## src/rtl/mxb_pkg.sv

```systemverilog
package mxb_pkg;

    typedef enum logic [1:0] {
        MODE_SINGLE = 2'd0,
        MODE_NARROW = 2'd1,
        MODE_WIDE   = 2'd2
    } bus_mode_e;

    typedef enum logic [1:0] {
        PH_IDLE = 2'd0,
        PH_ADDR = 2'd1,
        PH_DATA = 2'd2,
        PH_DONE = 2'd3
    } phase_e;

    typedef struct packed {
        logic write;
        logic size16;
    } req_kind_t;

    function automatic bus_mode_e decode_mode(input logic [1:0] sel);
        if (!sel[1])
            return MODE_SINGLE;
        else if (sel[0])
            return MODE_WIDE;
        else
            return MODE_NARROW;
    endfunction

endpackage

```

## src/rtl/mxb_mode_latch.sv

```systemverilog
module mxb_mode_latch
    import mxb_pkg::*;
(
    input  logic       clk,
    input  logic       rst,
    input  logic [1:0] mode_sel,
    output bus_mode_e  mode
);
    always_ff @(posedge clk) begin
        if (rst)
            mode <= decode_mode(mode_sel);
    end
endmodule

```

## src/rtl/mxb_gpio.sv

```systemverilog
module mxb_gpio #(
    parameter int PORT_W = 8
) (
    input  logic              clk,
    input  logic              rst,
    input  logic              we,
    input  logic [1:0]        sel,
    input  logic [PORT_W-1:0] wdata,
    output logic [PORT_W-1:0] a_dat,
    output logic [PORT_W-1:0] a_dir,
    output logic [PORT_W-1:0] b_dat,
    output logic [PORT_W-1:0] b_dir
);
    localparam int NPORT = 2;

    logic [PORT_W-1:0] dat_q [NPORT];
    logic [PORT_W-1:0] dir_q [NPORT];

    for (genvar p = 0; p < NPORT; p++) begin : g_port
        always_ff @(posedge clk) begin
            if (rst) begin
                dat_q[p] <= '0;
                dir_q[p] <= '0;
            end else if (we && sel[1] == 1'(p)) begin
                if (sel[0])
                    dir_q[p] <= wdata;
                else
                    dat_q[p] <= wdata;
            end
        end
    end

    assign a_dat = dat_q[0];
    assign a_dir = dir_q[0];
    assign b_dat = dat_q[1];
    assign b_dir = dir_q[1];
endmodule

```

## src/rtl/mxb_seq.sv

```systemverilog
module mxb_seq
    import mxb_pkg::*;
#(
    parameter int PORT_W = 8
) (
    input  logic                clk,
    input  logic                rst,
    input  bus_mode_e           mode,
    input  logic                req_valid,
    input  logic                req_write,
    input  logic                req_size16,
    input  logic [2*PORT_W-1:0] req_addr,
    input  logic [2*PORT_W-1:0] req_wdata,
    input  logic [PORT_W-1:0]   pa_in,
    input  logic [PORT_W-1:0]   pb_in,
    output phase_e              phase,
    output logic [2*PORT_W-1:0] cur_addr,
    output logic                beat,
    output req_kind_t           kind,
    output logic [2*PORT_W-1:0] wdata_q,
    output logic                req_ready,
    output logic [2*PORT_W-1:0] rsp_rdata
);
    localparam int WORD_W = 2 * PORT_W;

    logic [PORT_W-1:0] hi_q;
    logic [WORD_W-1:0] rdata_q;
    logic [WORD_W-1:0] assembled;
    logic              split_more;

    assign split_more = (mode == MODE_NARROW) && kind.size16 && !beat;

    always_comb begin
        if (mode == MODE_WIDE) begin
            if (kind.size16)
                assembled = {pa_in, pb_in};
            else
                assembled = {{PORT_W{1'b0}}, cur_addr[0] ? pb_in : pa_in};
        end else begin
            if (kind.size16)
                assembled = {hi_q, pa_in};
            else
                assembled = {{PORT_W{1'b0}}, pa_in};
        end
    end

    always_ff @(posedge clk) begin
        if (rst) begin
            phase    <= PH_IDLE;
            cur_addr <= '0;
            beat     <= 1'b0;
            kind     <= '0;
            wdata_q  <= '0;
            hi_q     <= '0;
            rdata_q  <= '0;
        end else begin
            unique case (phase)
                PH_IDLE: begin
                    if (req_valid && mode != MODE_SINGLE) begin
                        phase    <= PH_ADDR;
                        cur_addr <= req_addr;
                        kind     <= '{write: req_write, size16: req_size16};
                        wdata_q  <= req_wdata;
                        beat     <= 1'b0;
                    end
                end
                PH_ADDR: phase <= PH_DATA;
                PH_DATA: begin
                    if (split_more) begin
                        beat     <= 1'b1;
                        cur_addr <= cur_addr + WORD_W'(1);
                        hi_q     <= pa_in;
                        phase    <= PH_ADDR;
                    end else begin
                        phase <= PH_DONE;
                        if (!kind.write)
                            rdata_q <= assembled;
                    end
                end
                PH_DONE: phase <= PH_IDLE;
                default: phase <= PH_IDLE;
            endcase
        end
    end

    assign req_ready = (phase == PH_DONE);
    assign rsp_rdata = rdata_q;
endmodule

```

## src/rtl/mxb_pinmux.sv

```systemverilog
module mxb_pinmux
    import mxb_pkg::*;
#(
    parameter int PORT_W = 8
) (
    input  bus_mode_e           mode,
    input  phase_e              phase,
    input  logic [2*PORT_W-1:0] cur_addr,
    input  logic                beat,
    input  req_kind_t           kind,
    input  logic [2*PORT_W-1:0] wdata_q,
    input  logic [PORT_W-1:0]   gp_a_dat,
    input  logic [PORT_W-1:0]   gp_a_dir,
    input  logic [PORT_W-1:0]   gp_b_dat,
    input  logic [PORT_W-1:0]   gp_b_dir,
    output logic [PORT_W-1:0]   pa_out,
    output logic [PORT_W-1:0]   pa_oe,
    output logic [PORT_W-1:0]   pb_out,
    output logic [PORT_W-1:0]   pb_oe,
    output logic                bus_as,
    output logic                bus_rnw
);
    localparam int WORD_W = 2 * PORT_W;
    localparam logic [PORT_W-1:0] ALL_ON = {PORT_W{1'b1}};

    logic [PORT_W-1:0] ad_hi, ad_lo, wd_hi, wd_lo;

    assign ad_hi = cur_addr[WORD_W-1:PORT_W];
    assign ad_lo = cur_addr[PORT_W-1:0];
    assign wd_hi = wdata_q[WORD_W-1:PORT_W];
    assign wd_lo = wdata_q[PORT_W-1:0];

    always_comb begin
        pa_out = '0;
        pa_oe  = '0;
        pb_out = '0;
        pb_oe  = '0;
        if (mode == MODE_SINGLE) begin
            pa_out = gp_a_dat;
            pa_oe  = gp_a_dir;
            pb_out = gp_b_dat;
            pb_oe  = gp_b_dir;
        end else if (phase == PH_ADDR) begin
            pa_out = ad_hi;
            pa_oe  = ALL_ON;
            pb_out = ad_lo;
            pb_oe  = ALL_ON;
        end else if (phase == PH_DATA) begin
            if (mode == MODE_WIDE) begin
                if (kind.write) begin
                    if (kind.size16) begin
                        pa_out = wd_hi;
                        pa_oe  = ALL_ON;
                        pb_out = wd_lo;
                        pb_oe  = ALL_ON;
                    end else if (!cur_addr[0]) begin
                        pa_out = wd_lo;
                        pa_oe  = ALL_ON;
                    end else begin
                        pb_out = wd_lo;
                        pb_oe  = ALL_ON;
                    end
                end
            end else begin
                pb_out = ad_lo;
                pb_oe  = ALL_ON;
                if (kind.write) begin
                    pa_out = (kind.size16 && !beat) ? wd_hi : wd_lo;
                    pa_oe  = ALL_ON;
                end
            end
        end
    end

    assign bus_as  = (mode != MODE_SINGLE) && (phase == PH_ADDR);
    assign bus_rnw = ((phase == PH_ADDR) || (phase == PH_DATA)) ? !kind.write : 1'b1;
endmodule

```

## src/rtl/mxbus_if.sv

```systemverilog
module mxbus_if
    import mxb_pkg::*;
#(
    parameter int PORT_W = 8,
    localparam int WORD_W = 2 * PORT_W
) (
    input  logic              clk,
    input  logic              rst,
    input  logic [1:0]        mode_sel,
    input  logic              req_valid,
    input  logic              req_write,
    input  logic              req_size16,
    input  logic [WORD_W-1:0] req_addr,
    input  logic [WORD_W-1:0] req_wdata,
    output logic              req_ready,
    output logic [WORD_W-1:0] rsp_rdata,
    input  logic              gp_we,
    input  logic [1:0]        gp_sel,
    input  logic [PORT_W-1:0] gp_wdata,
    input  logic [PORT_W-1:0] pa_in,
    output logic [PORT_W-1:0] pa_out,
    output logic [PORT_W-1:0] pa_oe,
    input  logic [PORT_W-1:0] pb_in,
    output logic [PORT_W-1:0] pb_out,
    output logic [PORT_W-1:0] pb_oe,
    output logic              bus_as,
    output logic              bus_rnw
);
    bus_mode_e         mode_q;
    phase_e            phase;
    logic [WORD_W-1:0] cur_addr;
    logic              beat;
    req_kind_t         kind;
    logic [WORD_W-1:0] wdata_q;
    logic [PORT_W-1:0] gp_a_dat, gp_a_dir, gp_b_dat, gp_b_dir;

    mxb_mode_latch u_mode (
        .clk      (clk),
        .rst      (rst),
        .mode_sel (mode_sel),
        .mode     (mode_q)
    );

    mxb_gpio #(.PORT_W(PORT_W)) u_gpio (
        .clk   (clk),
        .rst   (rst),
        .we    (gp_we),
        .sel   (gp_sel),
        .wdata (gp_wdata),
        .a_dat (gp_a_dat),
        .a_dir (gp_a_dir),
        .b_dat (gp_b_dat),
        .b_dir (gp_b_dir)
    );

    mxb_seq #(.PORT_W(PORT_W)) u_seq (
        .clk        (clk),
        .rst        (rst),
        .mode       (mode_q),
        .req_valid  (req_valid),
        .req_write  (req_write),
        .req_size16 (req_size16),
        .req_addr   (req_addr),
        .req_wdata  (req_wdata),
        .pa_in      (pa_in),
        .pb_in      (pb_in),
        .phase      (phase),
        .cur_addr   (cur_addr),
        .beat       (beat),
        .kind       (kind),
        .wdata_q    (wdata_q),
        .req_ready  (req_ready),
        .rsp_rdata  (rsp_rdata)
    );

    mxb_pinmux #(.PORT_W(PORT_W)) u_pins (
        .mode     (mode_q),
        .phase    (phase),
        .cur_addr (cur_addr),
        .beat     (beat),
        .kind     (kind),
        .wdata_q  (wdata_q),
        .gp_a_dat (gp_a_dat),
        .gp_a_dir (gp_a_dir),
        .gp_b_dat (gp_b_dat),
        .gp_b_dir (gp_b_dir),
        .pa_out   (pa_out),
        .pa_oe    (pa_oe),
        .pb_out   (pb_out),
        .pb_oe    (pb_oe),
        .bus_as   (bus_as),
        .bus_rnw  (bus_rnw)
    );
endmodule

```

## config.mk

```make
export PLATFORM = sky130hd
export DESIGN_NAME = mxbus_if
export DESIGN_NICKNAME = d
export VERILOG_FILES = /design/src/rtl/mxb_pkg.sv /design/src/rtl/mxb_mode_latch.sv /design/src/rtl/mxb_gpio.sv /design/src/rtl/mxb_seq.sv /design/src/rtl/mxb_pinmux.sv /design/src/rtl/mxbus_if.sv
export SDC_FILE = /design/constraint.sdc
export NUM_CORES = 1
export LEC_CHECK = 0
export BUFFER_PORTS_ARGS = -buffer_cell sky130_fd_sc_hd__buf_2
export CORE_UTILIZATION = 35
export DETAILED_ROUTE_END_ITERATION = 6
export HOLD_SLACK_MARGIN = 0.03
export PLACE_DENSITY_LB_ADDON = 0.3
export REMOVE_ABC_BUFFERS = 1
export SYNTH_ARGS = -nofsm -noshare
export SYNTH_HDL_FRONTEND = slang
export SYNTH_SLANG_ARGS = --single-unit
```

## constraint.sdc

```tcl
create_clock -name clk -period 2.1 [get_ports clk]
set_clock_uncertainty 0.05 [all_clocks]
set_input_delay 0.21 -clock clk [delete_from_list [all_inputs] [get_ports clk]]
set_output_delay 0.21 -clock clk [all_outputs]
set_load 0.05 [all_outputs]
```

==> results_dict.tcl, run 1 <==
set metrics [dict create \
    num_io_pins 117 \
    synthDistinctLibCells 52 \
    coreArea_um2 13500 \
    arrival_ns 1.93 \
    row_count 42 \
    grt-ovfl-total 0 \
    dp_slack_ns 0.00486 \
    timing.critical_path.buf_inv 2 \
    syn_inst 559 \
    ys_seq_area_share_pct 45.5 \
    cp_common_cell "buf_6" \
    cts-root-buf "clkbuf_16" \
    nets 772 \
    fmax_mhz 456 \
    ant_nets 0 \
    drtIter0Drc 363 \
    cp-end-kind "output pin" \
    maxSlewHeadroom_pct 51.3 \
    synth_most_common_cell "nand2_1" \
    slowest_stage "or3_4" \
    slew_violations 0 \
    drv_cap 0 \
    holdCritPathClass "in -> reg" \
    setup_slack_ns -0.0937 \
    worst_path_dominant_cell_family "simple AND/OR/NAND/NOR gates" \
    rrSetupSlack_ns 0.07 \
    cp_max_fo 7 \
    grt_pass1_vias 4518 \
    numCtsBuffers 9 \
    h-tree-depth 3 \
    die_h_um 121 \
    holdPathStages 3 \
    synth_edf_count 34 \
    cp-start-kind "flip-flop" \
    hpwl_um 10600 \
    antenna_found_initial 0 \
    synth_top_cell_area_share_pct 24.8 \
    routabilityCongestion 0.827 \
    synth.area.top_cells "dfxtp_1, edfxtp_1, nand2_1" \
    area_delta_synth_final_pct 42.8 \
    power_mw 5.77 \
    wl_per_cell_um 17.4 \
    powerDensity_nw_per_um2 820 \
    clk_latency_ns 0.36 \
    r2r_end "u_seq.cur_addr[13]" \
    violations "negative setup slack" \
    avgViaCountPerCell 5.42 \
    cp.required_ns 1.84 \
    grt_use_total_pct 21.1 \
    vdd_drop_max_uv 592 \
    rsz0062_at_grt "yes" \
    hold_end "u_seq.kind[0]" \
    syn-cell-area_um2 4930 \
    status "finished with violations" \
    die_area_um2 14600 \
    fin_crit_ns 2.19 \
    grt_pass1_wl_um 23600 \
    synth_largest_area_cell "dfxtp_1" \
    cts_sinks 95 \
    synth_ff_type "dfxtp_1" \
    fin_crit_sh_pct 104 \
    critPathKind "reg -> out" \
    clockBufferDepth 2 \
    drt-total-wl_um 15300 \
    start_util_pct 36.5 \
    setup_viol 24 \
    num_vias 4783 \
    io_buffers 116 \
    synthArstFlopShare_pct 0 \
    reg2reg_depth 6 \
    hold_viol_final 0 \
    final_area_um2 7040 \
    cts_tree "built" \
    drtPass1Iterations 5 \
    die_x_um 121 \
    hold_start "req_size16" \
    ys.warnings.count 0 \
    drc_errors 0 \
    tightest_slew_ns 0.729 \
    r2r_start "u_mode.mode[1]" \
    drive_above_1_share_pct 36.3 \
    postSynthAreaPerCell_um2 8.82 \
    place_area_um2 5840 \
    diodes 0 \
    synth_seq_cells 95 \
    worstPathCellList "buf_6, ha_4, nand2_4, or3_4, o22ai_4, buf_6" \
    clk_pin_slew_ns 0.08 \
    synth_commonest_cells "nand2_1, dfxtp_1, a21oi_1" \
    max_stage_delay_ns 0.50 \
    p_leak_nw 2.78 \
    grt_max_degree 37 \
]
-- through the flow --
step	util, %	instances	hold WS, ns	TNS (ns)
6_report	52.1	882	0.0456	-1.43
2_1_floorplan	-	516	0.229	-32.70
5_1_grt	52.1	882	0.0456	-3.89
3_3_place_gp	43.2	843	0.388	0
3_5_place_dp	43.2	843	0.390	0
4_1_cts	51.1	879	0.0319	-1.43
-- state kept, by name (all words and copies together), names as in the netlist --
register / flops
u_seq.phase: 2
u_seq.beat: 1
u_mode.mode: 2
u_seq.hi_q: 8
u_seq.wdata_q: 16
u_seq.cur_addr: 16
u_seq.kind: 2
u_gpio.dat_q: 16
u_gpio.dir_q: 16
u_seq.rsp_rdata: 16
-- worst max-delay path by stage --
| stage | from | end | slack [ns] | cells past startpoint |
|---|---|---|---|---|
| CTS | u_seq.phase[1] | pb_out[6] | -0.07 | 8 |
| floorplan | u_seq.phase[0] | pb_out[0] | -0.87 | 4 |
| finish | u_seq.phase[1] | pa_out[7] | -0.09 | 6 |
| global route | u_seq.phase[1] | pb_out[6] | -0.16 | 8 |
| global placement | u_mode.mode[1] | pa_out[5] | 0.06 | 6 |
| detailed placement | u_seq.phase[1] | pa_oe[5] | 0.005 | 6 |
-- tightest hold or removal path: stages --
cell and delay, ns:
buf_2 0.10, nand2_1 0.05, a21oi_1 0.05
-- cell type report --
cell class | count | area, um2
flip-flops and latches | 95 | 2250
inverters | 9 | 38.8
well taps | 176 | 220
clock buffers | 9 | 225
fillers | 1169 | 6470
multi-input cells | 412 | 2950
clock inverters | 7 | 73.8
repair buffers | 174 | 1280
-- cells in the final DEF (no fill, tap or decap), types with 6 or more instances in the layout --
| cell | synthesis | routed |
|---|---|---|
| nand3_1 | 22 | 22 |
| dlygate4sd3_1 | 0 | 6 |
| buf_4 | 0 | 51 |
| a21o_1 | 10 | 10 |
| and3_1 | 13 | 13 |
| a21oi_1 | 57 | 52 |
| nand4_1 | 7 | 7 |
| buf_2 | 14 | 83 |
| dfxtp_1 | 61 | 57 |
| a311oi_1 | 9 | 8 |
| o22ai_4 | 0 | 7 |
| nand2_1 | 94 | 91 |
| o21ai_4 | 0 | 8 |
| o21ai_0 | 19 | 11 |
| a22oi_1 | 11 | 11 |
| clkbuf_16 | 0 | 9 |
| edfxtp_1 | 34 | 34 |
| nor3_1 | 11 | 10 |
| nor2_1 | 20 | 19 |
| inv_1 | 9 | 7 |
| buf_6 | 2 | 29 |
| mux2_2 | 12 | 12 |
| mux2i_4 | 0 | 14 |
| o22ai_1 | 14 | 6 |
| and2_1 | 28 | 28 |
-- cell families after synthesis --
family,count (synthesis),share of synthesized area [%]
buffers and inverters,52,4.62
flip-flops,95,45.5
AND/OR/NAND/NOR,225,22.7
adder cells (fa/ha/maj),5,1.27
AO/OA/AOI/OAI,151,19.3
multiplexers,31,6.60
-- power breakdown --
group,leakage [nW],internal [mW],switching [mW]
registers,0.833,2.06,0.164
logic,1.80,0.759,1.16
clock network,0.147,0.843,0.797
-- repair_timing --
| action | 4_1_cts | 5_1_grt |
|---|---|---|
| setup buffers | 13 | 3 |
| hold buffers | 6 | 0 |
| pin swaps | 23 | 3 |
| endpoints found under the hold margin | 6 | 0 |
| cloned | 1 | 0 |
| endpoints found under the setup margin | 33 | 45 |
| gates resized for setup | 150 | 21 |
-- metal layers --
metal,up-vias,part of all wire [%],global-route usage [%]
li1,2313,-,-
met5,-,0,0
met1,2255,43,27.2
met4,0,2.3,8.41
met3,23,7.3,5.61
met2,192,48,33.6
Power figures use the tool's default switching activity.
==> inputs of run 2 (changes only) <==
Settings changed: HOLD_SLACK_MARGIN 0.03 to 0.05.
==> run 2 against run 1 <==
  * The run still ends with negative setup slack left
  * Sequential cell count is the same
  * Combinational power is essentially flat
  * Register-to-register slack is essentially flat
  * Global-route usage grew 0.14 points
  * Core utilization grew 0.71 points
  * Final area grew 1.4%
  * Fmax grew 0.37%
  * First-iteration DRC count grew 1.1%
  * Die area is the same
  * Wire length grew 0.61%
  * Sequential share of layout area shrank 0.43 points
  * Clock-buffer cell count is the same
==> results_dict.tcl, run 2 (same netlist as run 1, synthesis figures left out) <==
set metrics [dict create \
    start_util_pct 36.5 \
    routabilityCongestion 0.827 \
    setup_slack_ns -0.0857 \
    arrival_ns 1.93 \
    io_buffers 116 \
    num_io_pins 117 \
    num_vias 4794 \
    antenna_found_initial 0 \
    slowest_stage "dfxtp_4" \
    drc_errors 0 \
    hpwl_um 10600 \
    wl_per_cell_um 17.3 \
    grt_pass1_vias 4545 \
    busiest_layer "met2" \
    diodes 0 \
    rrSetupSlack_ns 0.07 \
    p_leak_nw 2.82 \
    drtIter0Drc 367 \
    cts_sinks 95 \
    regArea_um2 2250 \
    row_count 42 \
    cp.required_ns 1.84 \
    grt-ovfl-total 0 \
    grt_max_degree 37 \
    nets 782 \
    critPathKind "reg -> out" \
    drt-total-wl_um 15400 \
    worstPathCellList "inv_4, ha_4, buf_6, nor2_4, buf_12, mux2i_4, o21ai_4, buf_6" \
    final_cell_mix "nand2_1, buf_2, dfxtp_1" \
    status "finished with violations" \
    grtUsageMet1_pct 27.5 \
    setup_viol 24 \
    rsz0062_at_grt "yes" \
    maxSlewHeadroom_pct 51.3 \
    clk_latency_ns 0.36 \
    drv_cap 0 \
    grt_use_total_pct 21.3 \
    cts_tree "built" \
    cp-start-kind "flip-flop" \
    h-tree-depth 3 \
    max_stage_delay_ns 0.38 \
    tightest_slew_ns 0.729 \
    setup_tns_ns -1.41 \
    met3_usage_pct 5.42 \
    cp_common_cell "buf_6" \
    vdd_drop_max_uv 596 \
    final_common_cell "nand2_1" \
    fin_crit_ns 2.19 \
    area_delta_synth_final_pct 44.8 \
    utilization_pct 52.8 \
    numCtsBuffers 9 \
    grt_use_met2_pct 34.1 \
    die_h_um 121 \
    drive_above_1_share_pct 35.8 \
    fin_crit_sh_pct 104 \
    die_x_um 121 \
    violations "negative setup slack" \
    multi_input_area_um2 2950 \
    coreArea_um2 13500 \
    fmax_mhz 458 \
    die_area_um2 14600 \
    hold_viol_final 0 \
    holdCritPathClass "in -> reg" \
    hold_ws_ns 0.0646 \
    slew_violations 0 \
    fillers 1161 \
    drtPass1Iterations 4 \
    cp-end-kind "output pin" \
    cts-root-buf "clkbuf_16" \
    clk_pin_slew_ns 0.08 \
    powerDensity_nw_per_um2 811 \
    dp_slack_ns 0.00486 \
    grt_pass1_wl_um 23800 \
    clockBufferDepth 2 \
    cp_max_fo 8 \
    avgViaCountPerCell 5.37 \
    ant_nets 0 \
]
==> run 2: critical path, delay by kind of cell, from the launching register on <==
family,cells,cell delay (ns)
buffers and inverters,4,0.52
DFF,1,0.38
muxes,1,0.29
adders and majority gates,1,0.17
AOI/OAI and AO/OA,1,0.10
and+or+nand+nor,1,0.09
==> run 2: area by class of cell <==
type                            instances  share of cell area (%)
Inverter                                9                   0.544
Tap cell                              176                    3.09
Timing Repair Buffer                  184                    19.3
Clock inverter                          7                    1.03
Multi-Input combinational cell        412                    41.3
Clock buffer                            9                    3.16
Sequential cell                        95                    31.6
==> run 2: what timing repair did <==
item | 4_1_cts | 5_1_grt
hold endpoints to repair | 16 | 0
hold buffers | 16 | 0
pin swaps | 23 | 4
setup endpoints to repair | 33 | 45
cloned | 1 | 0
resized for setup | 150 | 20
buffers inserted | 13 | 3
==> run 2: final timing paths <==
kind                                         start                  to  depth (start not counted)
worst max register to register      u_mode.mode[1]  u_seq.cur_addr[13]                          6
worst max-delay path                u_seq.phase[1]           pb_out[6]                          8
worst min-delay path                      pb_in[0]  u_seq.rsp_rdata[0]                          3
worst min register to register  u_seq.rsp_rdata[8]  u_seq.rsp_rdata[8]                          2
==> run 2: power by group <==
| group | internal (mW) | switching (mW) |
|---|---|---|
| Clock | 0.843 | 0.800 |
| Sequential | 2.06 | 0.163 |
| Combinational | 0.769 | 1.16 |
==> run 2: metal layers <==
| metal | wire length [um] | vias up | share of wire (%) |
|---|---|---|---|
| met5 | 0 | - | 0 |
| met1 | 6650 | 2257 | 43 |
| met3 | 1070 | 25 | 6.9 |
| met4 | 339 | 0 | 2.2 |
| li1 | - | 2338 | - |
| met2 | 7350 | 174 | 48 |
==> run 2: stage by stage <==
| stage | power (mW) | cells | instance area (um2) |
|---|---|---|---|
| after floorplan | 3.15 | 516 | 4730 |
| after global placement | 3.68 | 843 | 5840 |
| after detailed placement | 3.70 | 843 | 5840 |
| after CTS | 5.72 | 889 | 7000 |
| after global routing | 6.03 | 892 | 7140 |
| final | 5.79 | 892 | 7140 |
